--- src/rtl/nlinv_pkg.sv ---
// Package nlinv_pkg
// Types and defaults shared by the N-line polarity inversion generator.
// Assumes a 6-bit interval code unless a parent overrides the width.
package nlinv_pkg;

    // Width of the interval code
    parameter int NLI_CODE_W    = 6;
    // Interval code loaded by reset (17 lines)
    parameter int NLI_RST_CODE  = 16;

    // Strobe event seen in one cycle; the frame strobe has priority
    typedef enum logic [1:0] {
        EV_IDLE  = 2'd0,
        EV_FRAME = 2'd1,
        EV_LINE  = 2'd2
    } nli_event_t;

    // Classify the two strobes into a single event
    function automatic nli_event_t nli_classify(input logic frame_s, input logic line_s);
        if (frame_s)     return EV_FRAME;
        else if (line_s) return EV_LINE;
        else             return EV_IDLE;
    endfunction

endpackage

--- src/rtl/nlinv_cfg_shadow.sv ---
// Module nlinv_cfg_shadow
// Holds the active interval code. It loads the incoming code only on a
// frame event and holds it for the rest of the frame.
// Assumes: reset is synchronous and active low.
module nlinv_cfg_shadow #(
    parameter int CODE_W   = 6,
    parameter int RST_CODE = 16
) (
    input  logic                   clk,
    input  logic                   rst_n,
    input  nlinv_pkg::nli_event_t  ev,
    input  logic [CODE_W-1:0]      new_code,
    output logic [CODE_W-1:0]      act_code
);
    import nlinv_pkg::*;

    localparam logic [CODE_W-1:0] RST_VAL = CODE_W'(RST_CODE);

    // Load the code at a frame event, otherwise hold it
    always_ff @(posedge clk) begin
        if (!rst_n)              act_code <= RST_VAL;
        else if (ev == EV_FRAME) act_code <= new_code;
    end

endmodule

--- src/rtl/nlinv_line_counter.sv ---
// Module nlinv_line_counter
// Counts the line strobes accepted since the last polarity inversion and
// flags the strobe that closes an interval of act_code+1 lines.
// At a frame event the count restarts unless free-run is requested and the
// count still fits within the new code.
// Assumes: line events are ignored while the active code is 0.
module nlinv_line_counter #(
    parameter int CODE_W = 6
) (
    input  logic                   clk,
    input  logic                   rst_n,
    input  nlinv_pkg::nli_event_t  ev,
    input  logic [CODE_W-1:0]      act_code,
    input  logic [CODE_W-1:0]      new_code,
    input  logic                   new_free_run,
    output logic [CODE_W-1:0]      cnt,
    output logic                   line_wrap
);
    import nlinv_pkg::*;

    logic act_on;
    logic keep_on_frame;

    // Line inversion is on while the active code is nonzero
    assign act_on        = (act_code != '0);
    // At a frame event, keep the count only in free-run mode when it fits the new code
    assign keep_on_frame = new_free_run && (new_code != '0) && (cnt <= new_code);

    // Flag the line strobe that closes the current interval
    always_comb begin
        line_wrap = (ev == EV_LINE) && act_on && (cnt == act_code);
    end

    // Advance, wrap, restart or hold the line count
    always_ff @(posedge clk) begin
        if (!rst_n) begin
            cnt <= '0;
        end else begin
            case (ev)
                EV_FRAME: if (!keep_on_frame) cnt <= '0;
                EV_LINE: begin
                    if (line_wrap)   cnt <= '0;
                    else if (act_on) cnt <= cnt + 1'b1;
                end
                default: ;
            endcase
        end
    end

endmodule

--- src/rtl/nlinv_pol_reg.sv ---
// Module nlinv_pol_reg
// Holds the drive polarity. It inverts when a line interval closes, or at a
// frame event that selects frame inversion (code 0).
// Assumes: the two inversion causes never occur in the same cycle.
module nlinv_pol_reg (
    input  logic                   clk,
    input  logic                   rst_n,
    input  nlinv_pkg::nli_event_t  ev,
    input  logic                   line_wrap,
    input  logic                   new_code_zero,
    output logic                   polarity
);
    import nlinv_pkg::*;

    logic flip;

    // Collect the two inversion causes
    assign flip = line_wrap || ((ev == EV_FRAME) && new_code_zero);

    // Invert the polarity when either cause is present
    always_ff @(posedge clk) begin
        if (!rst_n)    polarity <= 1'b0;
        else if (flip) polarity <= ~polarity;
    end

endmodule

--- src/rtl/nlinv_top.sv ---
// Module nlinv_top
// N-line polarity inversion generator. It turns line and frame strobes into
// an LCD drive polarity bit that inverts every code+1 lines, or once per
// frame when the code is 0.
// Assumes: both strobes are synchronous to clk and one cycle wide.
module nlinv_top #(
    parameter int CODE_W   = nlinv_pkg::NLI_CODE_W,
    parameter int RST_CODE = nlinv_pkg::NLI_RST_CODE
) (
    input  logic              clk,
    input  logic              rst_n,
    input  logic              line_adv,
    input  logic              frame_start,
    input  logic [CODE_W-1:0] cfg_code,
    input  logic              cfg_free_run,
    output logic              polarity
);
    import nlinv_pkg::*;

    nli_event_t        ev;
    logic [CODE_W-1:0] act_code;
    logic [CODE_W-1:0] line_cnt;
    logic              line_wrap;
    logic              new_code_zero;

    // Merge the strobes into one event; the frame strobe wins
    assign ev            = nli_classify(frame_start, line_adv);
    assign new_code_zero = (cfg_code == '0);

    nlinv_cfg_shadow #(
        .CODE_W   (CODE_W),
        .RST_CODE (RST_CODE)
    ) u_cfg (
        .clk      (clk),
        .rst_n    (rst_n),
        .ev       (ev),
        .new_code (cfg_code),
        .act_code (act_code)
    );

    nlinv_line_counter #(
        .CODE_W (CODE_W)
    ) u_cnt (
        .clk          (clk),
        .rst_n        (rst_n),
        .ev           (ev),
        .act_code     (act_code),
        .new_code     (cfg_code),
        .new_free_run (cfg_free_run),
        .cnt          (line_cnt),
        .line_wrap    (line_wrap)
    );

    nlinv_pol_reg u_pol (
        .clk           (clk),
        .rst_n         (rst_n),
        .ev            (ev),
        .line_wrap     (line_wrap),
        .new_code_zero (new_code_zero),
        .polarity      (polarity)
    );

endmodule

--- config.mk ---
export PLATFORM = sky130hd
export DESIGN_NAME = nlinv_top
export DESIGN_NICKNAME = d
export VERILOG_FILES = /design/src/rtl/nlinv_pkg.sv /design/src/rtl/nlinv_cfg_shadow.sv /design/src/rtl/nlinv_line_counter.sv /design/src/rtl/nlinv_pol_reg.sv /design/src/rtl/nlinv_top.sv
export SDC_FILE = /design/constraint.sdc
export NUM_CORES = 1
export LEC_CHECK = 0
export BUFFER_PORTS_ARGS = -buffer_cell sky130_fd_sc_hd__buf_2
export CAP_MARGIN = 25
export CORE_ASPECT_RATIO = 1.5
export CORE_MARGIN = 2
export CORE_UTILIZATION = 37
export CTS_CLUSTER_DIAMETER = 200
export DETAILED_ROUTE_END_ITERATION = 7
export MAX_ROUTING_LAYER = met4
export PLACE_DENSITY = 0.52
export SLEW_MARGIN = 0
export SYNTH_ARGS = -nofsm -noshare
export SYNTH_HDL_FRONTEND = slang
export SYNTH_HIERARCHICAL = 1
export SYNTH_SLANG_ARGS = --single-unit
--- constraint.sdc ---
create_clock -name clk -period 1.8 [get_ports clk]
set_input_delay 0.18 -clock clk [delete_from_list [all_inputs] [get_ports clk]]
set_output_delay 0.18 -clock clk [all_outputs]
set_load 0.01 [all_outputs]
# Word level (Yosys, flattened, before mapping)
# Index checks and enable logic that the tools add are counted.
[word_totals]
in_bits = 11
register_bits = 13
wordCells = 28
out_inout_bits = 1
[op_classes]
reduce_logical = 11
magnitude_cmp = 1
n_bitwise = 1
add_sub_neg = 1
n_mux = 6
n_eq_ne = 5
[ops]
columns = ["cell", "n"]
rows = [
  ["6-bit two-way mux", 3],
  ["6-bit one-hot mux with 2 select lines", 1],
  ["6-bit nonzero test", 2],
  ["6-bit by 1-bit adder with 6-bit output (second input constant)", 1],
  ["6-bit == test", 1],
  ["6-bit <= comparator", 1],
  ["6-bit logical NOT", 1],
  ["1-bit logical AND", 5],
  ["2-bit two-way mux", 2],
  ["3-bit by 1-bit inequality test with 1-bit output (second input constant)", 1],
  ["3-bit AND reduction", 1],
  ["2-bit by 1-bit == test with 1-bit output (second input constant)", 1],
  ["2-bit == test (second input constant)", 1],
  ["2-bit inequality test (second input constant)", 1],
  ["2-bit nonzero test", 1],
  ["1-bit logical OR", 1],
  ["1-bit NOT", 1],
]

# Logic depth before layout (Yosys ltp)
[depth]
word_depth = 7
mapped_depth = 7
ltp_nobuf = 7

# Hierarchy
# The synthesis kept the hierarchy.
[modules_own_cells]
columns = ["mod", "seq_area_each_um2", "cells_per_inst", "area_each_um2", "n_inst"]
rows = [
  ["nlinv_line_counter", 120.1, 75, 590.6, 1],
  ["nlinv_cfg_shadow", 120.1, 27, 256.5, 1],
  ["nlinv_pol_reg", 20.0, 6, 50.0, 1],
  ["nlinv_top", 0.0, 3, 23.8, 1],
]

# Worst setup path before layout
# Ideal clock, no wire load.
[synth_timing]
path_kind = "reg2reg"
from = "register u_cnt.cnt[2]"
to = "register u_cnt.cnt[2]"
arrival_ps = 1531
n_path_buf = 0
period_less_slack_ps = 1674
path_stages_with_launch = 7
required_ps = 1656
setup_slack_ps = 126
setup_time_ps = 144
path_cell_list = "dfxtp_1 > ha_1 > and4_1 > a31o_1 > a31o_1 > o2111ai_1 > o221ai_1"
[synth_via]
elab_chain_cells = 4
elab_cells_between_ends = 11
classes_between = "add/sub: 1; order compare: 1; eq/ne: 3; mux: 3; reduce/logical: 3"
[synth_lines]
columns = ["item", "line", "rtl"]
rows = [
  ["from (decl)", "nlinv_line_counter.sv:16", "output logic [CODE_W-1:0] cnt,"],
  ["from (signal assigned)", "nlinv_line_counter.sv:43", "else if (act_on) cnt <= cnt + 1'b1;"],
  ["6-bit by 1-bit adder with 6-bit output (tied with other cells)", "nlinv_line_counter.sv:43", ""],
  ["6-bit two-way mux (tied with other cells)", "nlinv_line_counter.sv:43", ""],
  ["6-bit two-way mux (tied with other cells)", "nlinv_line_counter.sv:42", "if (line_wrap) cnt <= '0;"],
  ["6-bit one-hot mux with 2 select lines / 3-bit AND reduction (equally long branches)", "-", ""],
]
# Parallel ways exist; a longest one is shown, timed or not. The select of a mux whose other input is x is not followed.
# A chain may end at the register's enable or synchronous reset.

# Worst setup path in the final report
[layout_timing]
from = "register u_cnt.cnt[5]"
to = "register u_cnt.cnt[2]"
[layout_via]
elab_chain_cells = 4
elab_cells_between_ends = 9
classes_between = "order compare: 1; eq/ne: 3; mux: 2; reduce/logical: 3"
[layout_lines]
columns = ["item", "line"]
rows = [
  ["6-bit <= comparator / 6-bit == test (equally long branches)", "nlinv_line_counter.sv:27, nlinv_line_counter.sv:31"],
  ["1-bit logical AND (on tied branches)", "nlinv_line_counter.sv:27, nlinv_line_counter.sv:31"],
  ["2-bit inequality test (no line) (tied with other cells)", "-"],
  ["3-bit AND reduction (no line) / 6-bit one-hot mux with 2 select lines (equally long branches)", "-"],
]
# Parallel ways exist; a longest one is shown, timed or not.

==> flow_summary.toml <==
[floorplan]
die-width_um = 44.74
floorplan.die_area_mm2 = 0.002912
number_of_cell_rows = 22
floorplan.initialDensity_pct = 38.45
core-area_mm2 = 0.002395
i_o_pins = 12
die_height_um = 65.10

[logic_synthesis]
yosys_top_cell_area_share_pct = 28.26
synth_compound_area_share_pct = 12.91
postSynthRegisterBits = 13
async_reset_ff_share_pct = 0
ys_seq_area_share_pct = 28.26
synth_flop_cell = "dfxtp_1"
yosys-mux-area-fraction_pct = 8.696
synth_edf_count = 0
synthXorXnorAreaFrac_pct = 5.707
share_of_synthesized_cell_area_in_full_adder_half_adder_and_majority_cells_pct = 9.511
area_fraction_in_and_or_nand_and_nor_cells_after_synthesis_pct = 27.85
synth_nets = 129
syn_avg_cell_area_um2 = 8.296
synth_cell_types = 30
synth_top_family_by_area = "simple AND/OR/NAND/NOR gates"
top_area_cells_in_the_synthesized_netlist = "dfxtp_1, ha_1, mux2i_1"
syn_area_um2 = 920.9
synthesis.instances = 111
yosys.area.top_type = "dfxtp_1"
synth_warnings = 6

[global_route]
grt_util_all_layers_pct = 19.19
initial_antenna_violation_count = 0
pin_count_of_the_biggest_net_entering_global_routing = 18
number_of_global_route_vias_before_repair = 853
grt_pass1_wl_mm = 3.912
grt-ovfl-total = 0

[cts]
clock_tree.root_cell = "clkbuf_4"
clk_pin_slew_ps = 90
clock_insertion_delay_worst_skew_ps = 280
h-tree-depth = 1
clk_path_buf_depth = 2
cts_tree = "yes"
post_cts_setup_buffers = 0
tritoncts_num_sinks = 13
numCtsBuffers = 3

[setup_path]
critPathLaunchType = "flop"
critPathArrivalTime_ps = 1850
crit_path_max_fanout = 5
criticalPathCategory = "flop to flop"
end_kind = "flop"
critical_path_required_ps = 1960
reg2reg_depth = 6

[flow_run]
drv_cap = 0

[placement]
place.detailed.instances = 153
port_buffer_count = 11
postPlaceCellArea_mm2 = 0.001057
place.gp.congestion = 0.8114
dp.final_hpwl_mm = 1.914

[sta]
final-hold-violation-count = 0
worst_pin_slew_ps = 322.9
rsz_0062_raised_after_global_routing = "false"
max_freq_mhz = 591.8
setup-violations-final = 0
min_period_over_period_pct = 93.88
timing.final.max_slew_violations = 0
maxSlewHeadroom_pct = 78.30
post-route-min-period_ps = 1690
min_hold_slack_ps = 165.1
finalClockSkew_ps = 8.176

[drt]
num_vias = 835
routedWlPerCell_um = 14.86
route.antenna.remaining_nets = 0
route.detailed.drc = 0
totalWireLength_mm = 2.333
initialDrtViolationCount = 14
drt-vias-per-instance = 5.318
dr.pass1.iters = 4

[final_layout]
final_cell_area_mm2 = 0.001091
drive_gt1_share_pct = 21.80
final_net_count = 152
n_fill_cell = 243
areaGrowthSynthToFinish_pct = 18.48
most-common-layout-cells = "nand2_1, inv_1, dfxtp_1, buf_2, buf_4"
antenna_cells = 0
layout.cells.most_common = "nand2_1"
final_cell_count_no_fill = 157

[status]
outcome = "finished, final reports clean"

[power]
power_leakage_nw = 0.5220
ir_drop_mv = 0.2818
finalPower_mw = 0.6077
powerDensity_mw_per_mm2 = 557.0

[min_path]
holdCritPathClass = "input pin to flop"
hold-path-cell-count = 3
[final cells by class]
type                    count  area [um2]  share of cell area [%]
clock buffers               3       22.52                   2.064
repair buffers             20       122.6                   11.24
well taps                  24       30.03                   2.752
clock inverters             1       5.005                  0.4587
flip-flops and latches     13       260.3                   23.85
multi-input cells          83       601.8                   55.16
inverters                  13       48.80                   4.472
[state kept, by name (all words and copies together), names as in the netlist]
| register | flops |
|---|---|
| u_cfg/act_code | 6 |
| u_pol/polarity | 1 |
| u_cnt/cnt | 6 |
[report_power, final]
part	switching, mW	internal (mW)	total, mW
clock network	0.106	0.0824	0.188
registers	0.0102	0.298	0.308
logic	0.0633	0.0477	0.111
[final timing paths]
path                                     start  slack [ps]                 to
worst max register to register    u_cnt/cnt[5]         110       u_cnt/cnt[2]
worst min register to register  u_pol/polarity         480     u_pol/polarity
worst max-delay path              u_cnt/cnt[5]         110       u_cnt/cnt[2]
worst min-delay path               cfg_code[5]         170  u_cfg/act_code[5]
[Yosys cell counts (3+ instances only)]
cell type,number
nand2_1,20
dfxtp_1,13
inv_1,13
mux2i_1,8
ha_1,7
xor2_1,6
nand3_1,5
o221ai_1,4
nand2b_1,3
nor2_1,3
nor2b_1,3
[repair_timing]
item / 4_1_cts / 5_1_grt
hold buffers: 0 / 0
endpoints found under the setup margin: 0 / 4
resized for setup: 0 / 1
[critical path: stages, from the launching register on]
cell,delay (ps)
dfxtp_1,330
ha_1,300
and4_1,210
a31o_1,210
a31o_1,210
o2111ai_2,140
o221ai_1,170
[cells by family (layout without fill, tap and decap cells)]
| logic type | after synthesis | after routing |
|---|---|---|
| AND/OR/NAND/NOR | 47 | 47 |
| buffers and inverters | 15 | 37 |
| XOR/XNOR | 6 | 6 |
| multiplexers | 8 | 8 |
| AO/OA/AOI/OAI | 15 | 15 |
| adder cells (fa/ha/maj) | 7 | 7 |
| flip-flops | 13 | 13 |
[through the flow]
stage                     util (%)  worst slack, ps  TNS [ps]
final                        45.56            110.2         0
after global routing         45.56            24.33         0
after CTS                    45.30            27.55         0
after detailed placement     44.15           -13.04    -13.04
after global placement       44.15            39.62         0
after floorplan                  -            125.6         0
[layer usage]
| layer | global-route usage [%] | part of all wire, % | vias up |
|---|---|---|---|
| li1 | - | - | 441 |
| met1 | 20.78 | 42 | 373 |
| met2 | 31.52 | 52 | 15 |
| met3 | 3.022 | 3.2 | 6 |
| met4 | 12.12 | 3.1 | 0 |
| met5 | - | 0 | - |
(Power assumes the default switching activity.)
